===== src/rtl/sg_walk_pkg.sv =====
package sg_walk_pkg;
    typedef enum logic [2:0] {
        ST_IDLE,
        ST_HDR_FETCH,
        ST_ADR_FETCH,
        ST_ISSUE,
        ST_WAIT_DONE,
        ST_ADVANCE
    } walk_state_t;

    // header flag bit positions (behavioural: the descriptor producer encodes these)
    localparam int FLAG_VALID_BIT = 0;
    localparam int FLAG_FINAL_BIT = 1;
    localparam int FLAG_DATA_BIT  = 5;
    localparam int LEN_LSB        = 16;
endpackage


===== src/rtl/sg_hdr_check.sv =====
module sg_hdr_check #(
    parameter int LEN_W      = 16,
    parameter int ALIGN_BITS = 2
) (
    input  logic             flag_valid,
    input  logic             flag_final,
    input  logic             flag_data,
    input  logic [LEN_W-1:0] len_in,
    output logic             hdr_ok,
    output logic             hdr_final,
    output logic             hdr_moves
);
    logic aligned;

    always_comb begin
        aligned   = (len_in[ALIGN_BITS-1:0] == '0);
        hdr_ok    = flag_valid && aligned;
        hdr_final = flag_final;
        hdr_moves = flag_data && (len_in != '0);
    end
endmodule


===== src/rtl/sg_entry_ptr.sv =====
module sg_entry_ptr #(
    parameter int ADDR_W     = 32,
    parameter int WORD_BYTES = 4
) (
    input  logic              clk,
    input  logic              rst_n,
    input  logic              load,
    input  logic [ADDR_W-1:0] load_addr,
    input  logic              step,
    input  logic              second_word,
    output logic [ADDR_W-1:0] word_addr
);
    localparam int ENTRY_BYTES = 2 * WORD_BYTES;

    logic [ADDR_W-1:0] entry_q;

    always_ff @(posedge clk or negedge rst_n) begin
        if (!rst_n) begin
            entry_q <= '0;
        end else if (load) begin
            entry_q <= load_addr;
        end else if (step) begin
            entry_q <= entry_q + ADDR_W'(ENTRY_BYTES);
        end
    end

    always_comb begin
        word_addr = second_word ? entry_q + ADDR_W'(WORD_BYTES) : entry_q;
    end
endmodule


===== src/rtl/sg_list_walker.sv =====
module sg_list_walker #(
    parameter int ADDR_W     = 32,
    parameter int DATA_W     = 32,
    parameter int LEN_W      = 16,
    parameter int ROW_W      = 16,
    parameter int ALIGN_BITS = 2
) (
    input  logic              clk,
    input  logic              rst_n,
    input  logic              start,
    input  logic              stop,
    input  logic [ADDR_W-1:0] list_ptr,
    input  logic [ROW_W-1:0]  row_bytes,
    output logic              rd_req_valid,
    output logic [ADDR_W-1:0] rd_req_addr,
    input  logic              rd_resp_valid,
    input  logic [DATA_W-1:0] rd_resp_data,
    output logic              cmd_valid,
    input  logic              cmd_ready,
    output logic [ADDR_W-1:0] cmd_addr,
    output logic [LEN_W-1:0]  cmd_len,
    output logic [ROW_W-1:0]  cmd_row,
    input  logic              xfer_done,
    output logic              busy,
    output logic              done_pulse,
    output logic              err
);
    import sg_walk_pkg::*;

    localparam int WORD_BYTES = DATA_W / 8;

    walk_state_t state_q, state_d;

    logic [LEN_W-1:0]  len_q;
    logic              final_q;
    logic              moves_q;
    logic [ADDR_W-1:0] buf_q;
    logic [ROW_W-1:0]  row_q;
    logic              err_q;
    logic              done_q;

    logic              hdr_ok, hdr_final, hdr_moves;
    logic              launch, step_entry, hdr_seen, adr_seen;

    sg_hdr_check #(
        .LEN_W      (LEN_W),
        .ALIGN_BITS (ALIGN_BITS)
    ) u_hdr (
        .flag_valid (rd_resp_data[FLAG_VALID_BIT]),
        .flag_final (rd_resp_data[FLAG_FINAL_BIT]),
        .flag_data  (rd_resp_data[FLAG_DATA_BIT]),
        .len_in     (rd_resp_data[LEN_LSB +: LEN_W]),
        .hdr_ok     (hdr_ok),
        .hdr_final  (hdr_final),
        .hdr_moves  (hdr_moves)
    );

    sg_entry_ptr #(
        .ADDR_W     (ADDR_W),
        .WORD_BYTES (WORD_BYTES)
    ) u_ptr (
        .clk         (clk),
        .rst_n       (rst_n),
        .load        (launch),
        .load_addr   (list_ptr),
        .step        (step_entry),
        .second_word (state_q == ST_ADR_FETCH),
        .word_addr   (rd_req_addr)
    );

    always_comb begin
        launch     = (state_q == ST_IDLE) && start && !stop;
        step_entry = (state_q == ST_ADVANCE) && !final_q && !stop;
        hdr_seen   = (state_q == ST_HDR_FETCH) && rd_resp_valid && !stop;
        adr_seen   = (state_q == ST_ADR_FETCH) && rd_resp_valid && !stop;
    end

    // next-state logic
    always_comb begin
        state_d = state_q;
        if (stop) begin
            state_d = ST_IDLE;
        end else begin
            unique case (state_q)
                ST_IDLE:      if (start) state_d = ST_HDR_FETCH;
                ST_HDR_FETCH: if (rd_resp_valid) state_d = hdr_ok ? ST_ADR_FETCH : ST_IDLE;
                ST_ADR_FETCH: if (rd_resp_valid) state_d = moves_q ? ST_ISSUE : ST_ADVANCE;
                ST_ISSUE:     if (cmd_ready) state_d = ST_WAIT_DONE;
                ST_WAIT_DONE: if (xfer_done) state_d = ST_ADVANCE;
                ST_ADVANCE:   state_d = final_q ? ST_IDLE : ST_HDR_FETCH;
                default:      state_d = ST_IDLE;
            endcase
        end
    end

    // state register
    always_ff @(posedge clk or negedge rst_n) begin
        if (!rst_n) begin
            state_q <= ST_IDLE;
        end else begin
            state_q <= state_d;
        end
    end

    // captured entry fields and status
    always_ff @(posedge clk or negedge rst_n) begin
        if (!rst_n) begin
            len_q   <= '0;
            final_q <= 1'b0;
            moves_q <= 1'b0;
            buf_q   <= '0;
            row_q   <= '0;
            err_q   <= 1'b0;
            done_q  <= 1'b0;
        end else begin
            done_q <= (state_q == ST_ADVANCE) && final_q && !stop;
            if (launch) begin
                row_q <= row_bytes;
                err_q <= 1'b0;
            end
            if (hdr_seen) begin
                len_q   <= rd_resp_data[LEN_LSB +: LEN_W];
                final_q <= hdr_final;
                moves_q <= hdr_moves;
                if (!hdr_ok) begin
                    err_q <= 1'b1;
                end
            end
            if (adr_seen) begin
                buf_q <= rd_resp_data[ADDR_W-1:0];
            end
        end
    end

    // outputs
    always_comb begin
        busy         = (state_q != ST_IDLE);
        rd_req_valid = (state_q == ST_HDR_FETCH) || (state_q == ST_ADR_FETCH);
        cmd_valid    = (state_q == ST_ISSUE);
        cmd_addr     = buf_q;
        cmd_len      = len_q;
        cmd_row      = row_q;
        done_pulse   = done_q;
        err          = err_q;
    end
endmodule


===== config.mk =====
export PLATFORM = sky130hd
export DESIGN_NAME = sg_list_walker
export DESIGN_NICKNAME = d
export VERILOG_FILES = /design/src/rtl/sg_walk_pkg.sv /design/src/rtl/sg_hdr_check.sv /design/src/rtl/sg_entry_ptr.sv /design/src/rtl/sg_list_walker.sv
export SDC_FILE = /design/constraint.sdc
export NUM_CORES = 1
export LEC_CHECK = 0
export ABC_AREA = 1
export BUFFER_PORTS_ARGS = -buffer_cell sky130_fd_sc_hd__buf_2
export CORE_MARGIN = 2
export CORE_UTILIZATION = 46
export DETAILED_ROUTE_END_ITERATION = 8
export GPL_TIMING_DRIVEN = 0
export MAX_ROUTING_LAYER = met4
export PLACE_DENSITY = 0.8
export RECOVER_POWER = 100
export SYNTH_ARGS = -nofsm -noshare
export SYNTH_HDL_FRONTEND = slang
export SYNTH_SLANG_ARGS = --single-unit

===== constraint.sdc =====
create_clock -name clk -period 1.47 [get_ports clk]
set_input_delay 0.147 -clock clk [delete_from_list [all_inputs] [get_ports clk]]
set_output_delay 0.147 -clock clk [all_outputs]
set_load 0.005 [all_outputs]

Word level (Yosys, flattened, before mapping)
Index checks and enable logic that the tools add are counted. Widths: inputs -> output; s select.

Input port bits: 87. Register bits after elaboration: 103. Output and inout port bits: 101. Logic and storage cells: 58.

Add/subtract/negate cells: 2. Eq/ne operators: 10. Mux-type cells: 16. Reductions and logical operators: 21.

Operators with widths (number): $mux 32 (3); $add 32x3->32 const B (1); $add 32x4->32 const B (1); $mux 3 (7); $pmux 3 s6 (1); $reduce_bool 16->1 (1); $logic_and 1x1->1 (12); $ne 3x3->1 const B (4); $eq 3x2->1 const B (2); $eq 3x3->1 const B (2); $reduce_and 5->1 (1); $mux 1 (4); $eq 3x1->1 const B (1); $logic_not 3->1 (1); $ne 3x2->1 const B (1); $reduce_bool 3->1 (1); $logic_not 1->1 (2); $logic_not 2->1 (1); $mux 2 (1); $reduce_bool 2->1 (1); $logic_or 1x1->1 (1).

Depth between registers and ports, before layout
Depth after elaboration: 6. Depth in mapped cells: 10. Gate-level depth less buffers: 10.

Cells and area by module
From an unflattened synthesis, not the netlist that was laid out.

Cell total of the unflattened synthesis: 731. Area total of the unflattened synthesis: 5647.9 µm².

Modules (own cells, without submodules): sg_list_walker (cells each 324, sequential area each 1776.7 µm², area an instance 2924.1 µm², times used 1); sg_entry_ptr (cells each 389, sequential area each 800.8 µm², area an instance 2647.5 µm², times used 1); sg_hdr_check (cells each 18, sequential area each 0.0 µm², area an instance 76.3 µm², times used 1).

Worst setup path after synthesis
No wires, ideal clock.

Path kind: register to output. Start: register u_ptr.entry_q[4]. End: output port rd_req_addr[27]. Data arrival time: 1.374 ns. Required time: 1.323 ns. Cell stages (with the launch flop): 9. Slack: -0.051 ns. Buffers on the path: 0. Cells stage by stage: dfrtp_1 ha_1 inv_1 nor2_1 nand2_1 nor2_4 nand2_1 nor2_1 xor2_1.

Longest elaborated chain between the ends: 2.

Ends and longest elaborated chain: start: declaration (RTL line sg_entry_ptr.sv:15) `logic [ADDR_W-1:0] entry_q;`; start signal: assignment (RTL line sg_entry_ptr.sv:21) `entry_q <= load_addr;`; start signal: assignment (RTL line sg_entry_ptr.sv:23) `entry_q <= entry_q + ADDR_W'(ENTRY_BYTES);`; $add 32x3->32 (RTL line sg_entry_ptr.sv:28) `word_addr = second_word ? entry_q + ADDR_W'(WORD_BYTES) : entry_q;`; $mux 32 (RTL line sg_entry_ptr.sv:28); end: declaration (RTL line sg_list_walker.sv:15) `output logic [ADDR_W-1:0] rd_req_addr,`.

Every way passes these cells.

Worst setup path after layout
Start: register u_ptr.entry_q[3]. End: output port rd_req_addr[30].

The elaborated chain is that of the path after synthesis.

==> summary.md <==
| Metric | Value |
|---|---|
| Status | `finished, violations left` |
| Failing checks | `setup timing` |
| Worst slew margin | `0.258` |
| CP endpoint kind | `output port` |
| Yosys reg bits | `103` |
| I/O pins | `188` |
| Total grt overflow | `0` |
| Maximum clock path buffer count | `2` |
| Syn Inst Count | `721` |
| Die area | `0.0131 sq mm` |
| Sequential share of the synthesized area | `0.461` |
| Final worst setup slack | `-0.708 ns` |
| Max frequency | `459 MHz` |
| Post-route ant nets | `0` |
| DR WL/cell | `20.1 microns` |
| Worst Hold Slack | `0.0112 ns` |
| Later-pin clock latency in the skew report | `0.36 ns` |
| Synthesized area per cell | `7.76 sq um` |
| Share of cells above drive strength 1 | `0.456` |
| Worst VDD drop | `0.839 mV` |
| Setup Viol. Count Final | `84` |
| Clock Skews | `0.0135 ns` |
| HP Class | `in2reg` |
| Via density | `5.65` |
| H-tree Lvls | `3` |
| Final nets | `1,123` |
| Antenna violations before repair | `2` |
| Tmin final | `2.18 ns` |
| Global-route wire length before repair | `30,600 microns` |
| Number of synthesized flops with an enable pin | `0` |
| Placer Congestion | `0.954` |
| Die width | `114 microns` |
| All-Layer GR Usage | `0.312` |
| Initial core utilization | `0.467` |
| Mapped Nets | `810` |
| Max-slew violation count | `0` |
| Setup TNS | `-23.62 ns` |
| Largest area contributor in the netlist | `dfrtp_1` |
| Sinks on the clock net | `103` |
| Max Cap Violations | `0` |
| Clk slew on worst S/H paths | `0.08 ns` |
| Num rows | `40` |
| RSZ-0062 raised after global routing | `yes` |
| Vias in the first global route | `6,167` |
| Critical path peak fanout | `3` |
| PwrDens | `1350 mW/mm^2` |
| Pin count of the biggest net entering global routing | `67` |
| Mapped Area | `0.00559 sq mm` |
| Synth top area cells | `dfrtp_1, nand2_1, o21ai_0` |
| Post-Layout Cell Count | `1,188` |
| Critical path arrival | `2.03 ns` |
| Design area | `0.00926 sq mm` |
| Leak pwr | `4.55 nW` |
| WP data required | `1.32 ns` |
| Port Buffers | `187` |
| Dpl cell area | `0.00675 sq mm` |
| Post-Route WL | `23,900 microns` |
| DRC | `0` |
| Synth Flop Type | `dfrtp_1` |
| Share of the synthesized area in the top cell type | `0.461` |
| Async S/R FF share, synth | `1.00` |
| Dpl cells | `1,056` |
| Area grow syn2layout | `65.6%` |
| 1st-pass router iterations | `6` |
| Most instantiated cells after synthesis | `nand2_1, dfrtp_1, inv_1` |
| Ys Warns | `0` |
| Hpwl dp | `12,600 microns` |
| Worst Tran Pin Value | `1.11 ns` |
| Total CTS buffers | `9` |
| Crit Path Category | `reg2out` |
| Starting DRT DRC Count | `748` |
| Synth unique cells | `36` |
| Count leader, synth | `nand2_1` |
| Core area | `0.0120 sq mm` |
| Via count | `6,715` |
| Overall die height | `114 microns` |
| TritonCTS clock tree | `built` |
| Final Hold Vio Count | `0` |
| Period utilization | `1.48` |
| CP startpoint kind | `register` |
| Root Buffer | `clkbuf_16` |
sequential cells by signal, indices dropped and copies added (netlist names):
| register | count |
|---|---|
| cmd_addr | 32 |
| err | 1 |
| cmd_row | 16 |
| state_q | 3 |
| done_pulse | 1 |
| final_q | 1 |
| u_ptr.entry_q | 32 |
| moves_q | 1 |
| cmd_len | 16 |
where the power goes:
group          switching, mW  internal, mW  leakage, nW
Sequential             0.835          3.66         1.32
Combinational           2.82          2.40         3.06
Clock                   1.21          1.57        0.166
what timing repair did:
item / in CTS / in global routing
buffers inserted: 59 / 37
hold buffers: 18 / 0
pin swaps: 37 / 48
endpoints found under the hold margin: 54 / 0
gates resized for setup: 161 / 197
gates cloned: 3 / 7
endpoints found under the setup margin: 130 / 133
final timing paths:
kind	from	endpoint	slack, ns	cells after the start
min reg2reg	u_ptr.entry_q[1]$_DFFE_PN0P_	u_ptr.entry_q[1]$_DFFE_PN0P_	0.48	2
max	u_ptr.entry_q[3]$_DFFE_PN0P_	rd_req_addr[30]	-0.71	7
max reg2reg	u_ptr.entry_q[13]$_DFFE_PN0P_	u_ptr.entry_q[27]$_DFFE_PN0P_	-0.55	14
min in group asynchronous	rst_n	u_ptr.entry_q[11]$_DFFE_PN0P_	0.53	2
max in group asynchronous	rst_n	state_q[1]$_DFFE_PN0P_	0.02	3
min	list_ptr[17]	u_ptr.entry_q[17]$_DFFE_PN0P_	0.01	3
critical path: stages (launching register included):
cell,delay [ns]
dfrtp_1,0.44
buf_6,0.14
ha_4,0.15
nand4_1,0.28
nor2_4,0.26
nand2_1,0.12
xor2_1,0.15
buf_2,0.13
layer usage:
metal	wire length, microns	GRT usage	vias up
li1	-	-	2909
met1	8360	0.362	3117
met2	11700	0.510	516
met3	2130	0.0641	173
met4	1730	0.168	0
met5	0	-	-
cell usage in the layout (no fill, tap or decap), types with 15 or more instances in the layout:
cell type	count
nand2_1	188
buf_2	139
dfrtp_1	95
nand2_2	61
inv_1	59
buf_4	55
clkbuf_1	46
buf_6	39
nor2_1	31
o21ai_0	30
nand3_1	29
nor2_4	28
o21ai_1	24
dlygate4sd3_1	18
xor2_1	16
clkbuf_16	15
layout make-up:
type                    count  area, sq um
clock inverters             6         97.6
multi-input cells         522         3330
flip-flops and latches    103         2590
diodes                      2         5.00
well taps                 147          184
fillers                   751         2700
repair buffers            304         2190
plain buffers              23          308
clock buffers              10          239
inverters                  71          325
cell families after synthesis:
family                   after synthesis  share of synthesized area
AND/OR/NAND/NOR                      396                      0.299
multiplexers                          13                     0.0342
adder cells (fa/ha/maj)                2                    0.00447
flip-flops                           103                      0.461
buffers and inverters                 96                     0.0785
AO/OA/AOI/OAI                         87                     0.0850
XOR/XNOR                              24                     0.0376
metrics by stage:
| step | setup slack, ns | power, mW | utilization |
|---|---|---|---|
| after floorplan | -0.00567 | 6.06 | - |
| after global placement | -0.935 | 7.51 | 0.562 |
| after detailed placement | -0.449 | 7.63 | 0.564 |
| after CTS | -0.520 | 11.2 | 0.694 |
| after global routing | -0.766 | 13.1 | 0.774 |
| final | -0.708 | 12.5 | 0.774 |
No activity file was read; power rests on OpenSTA's default activity.
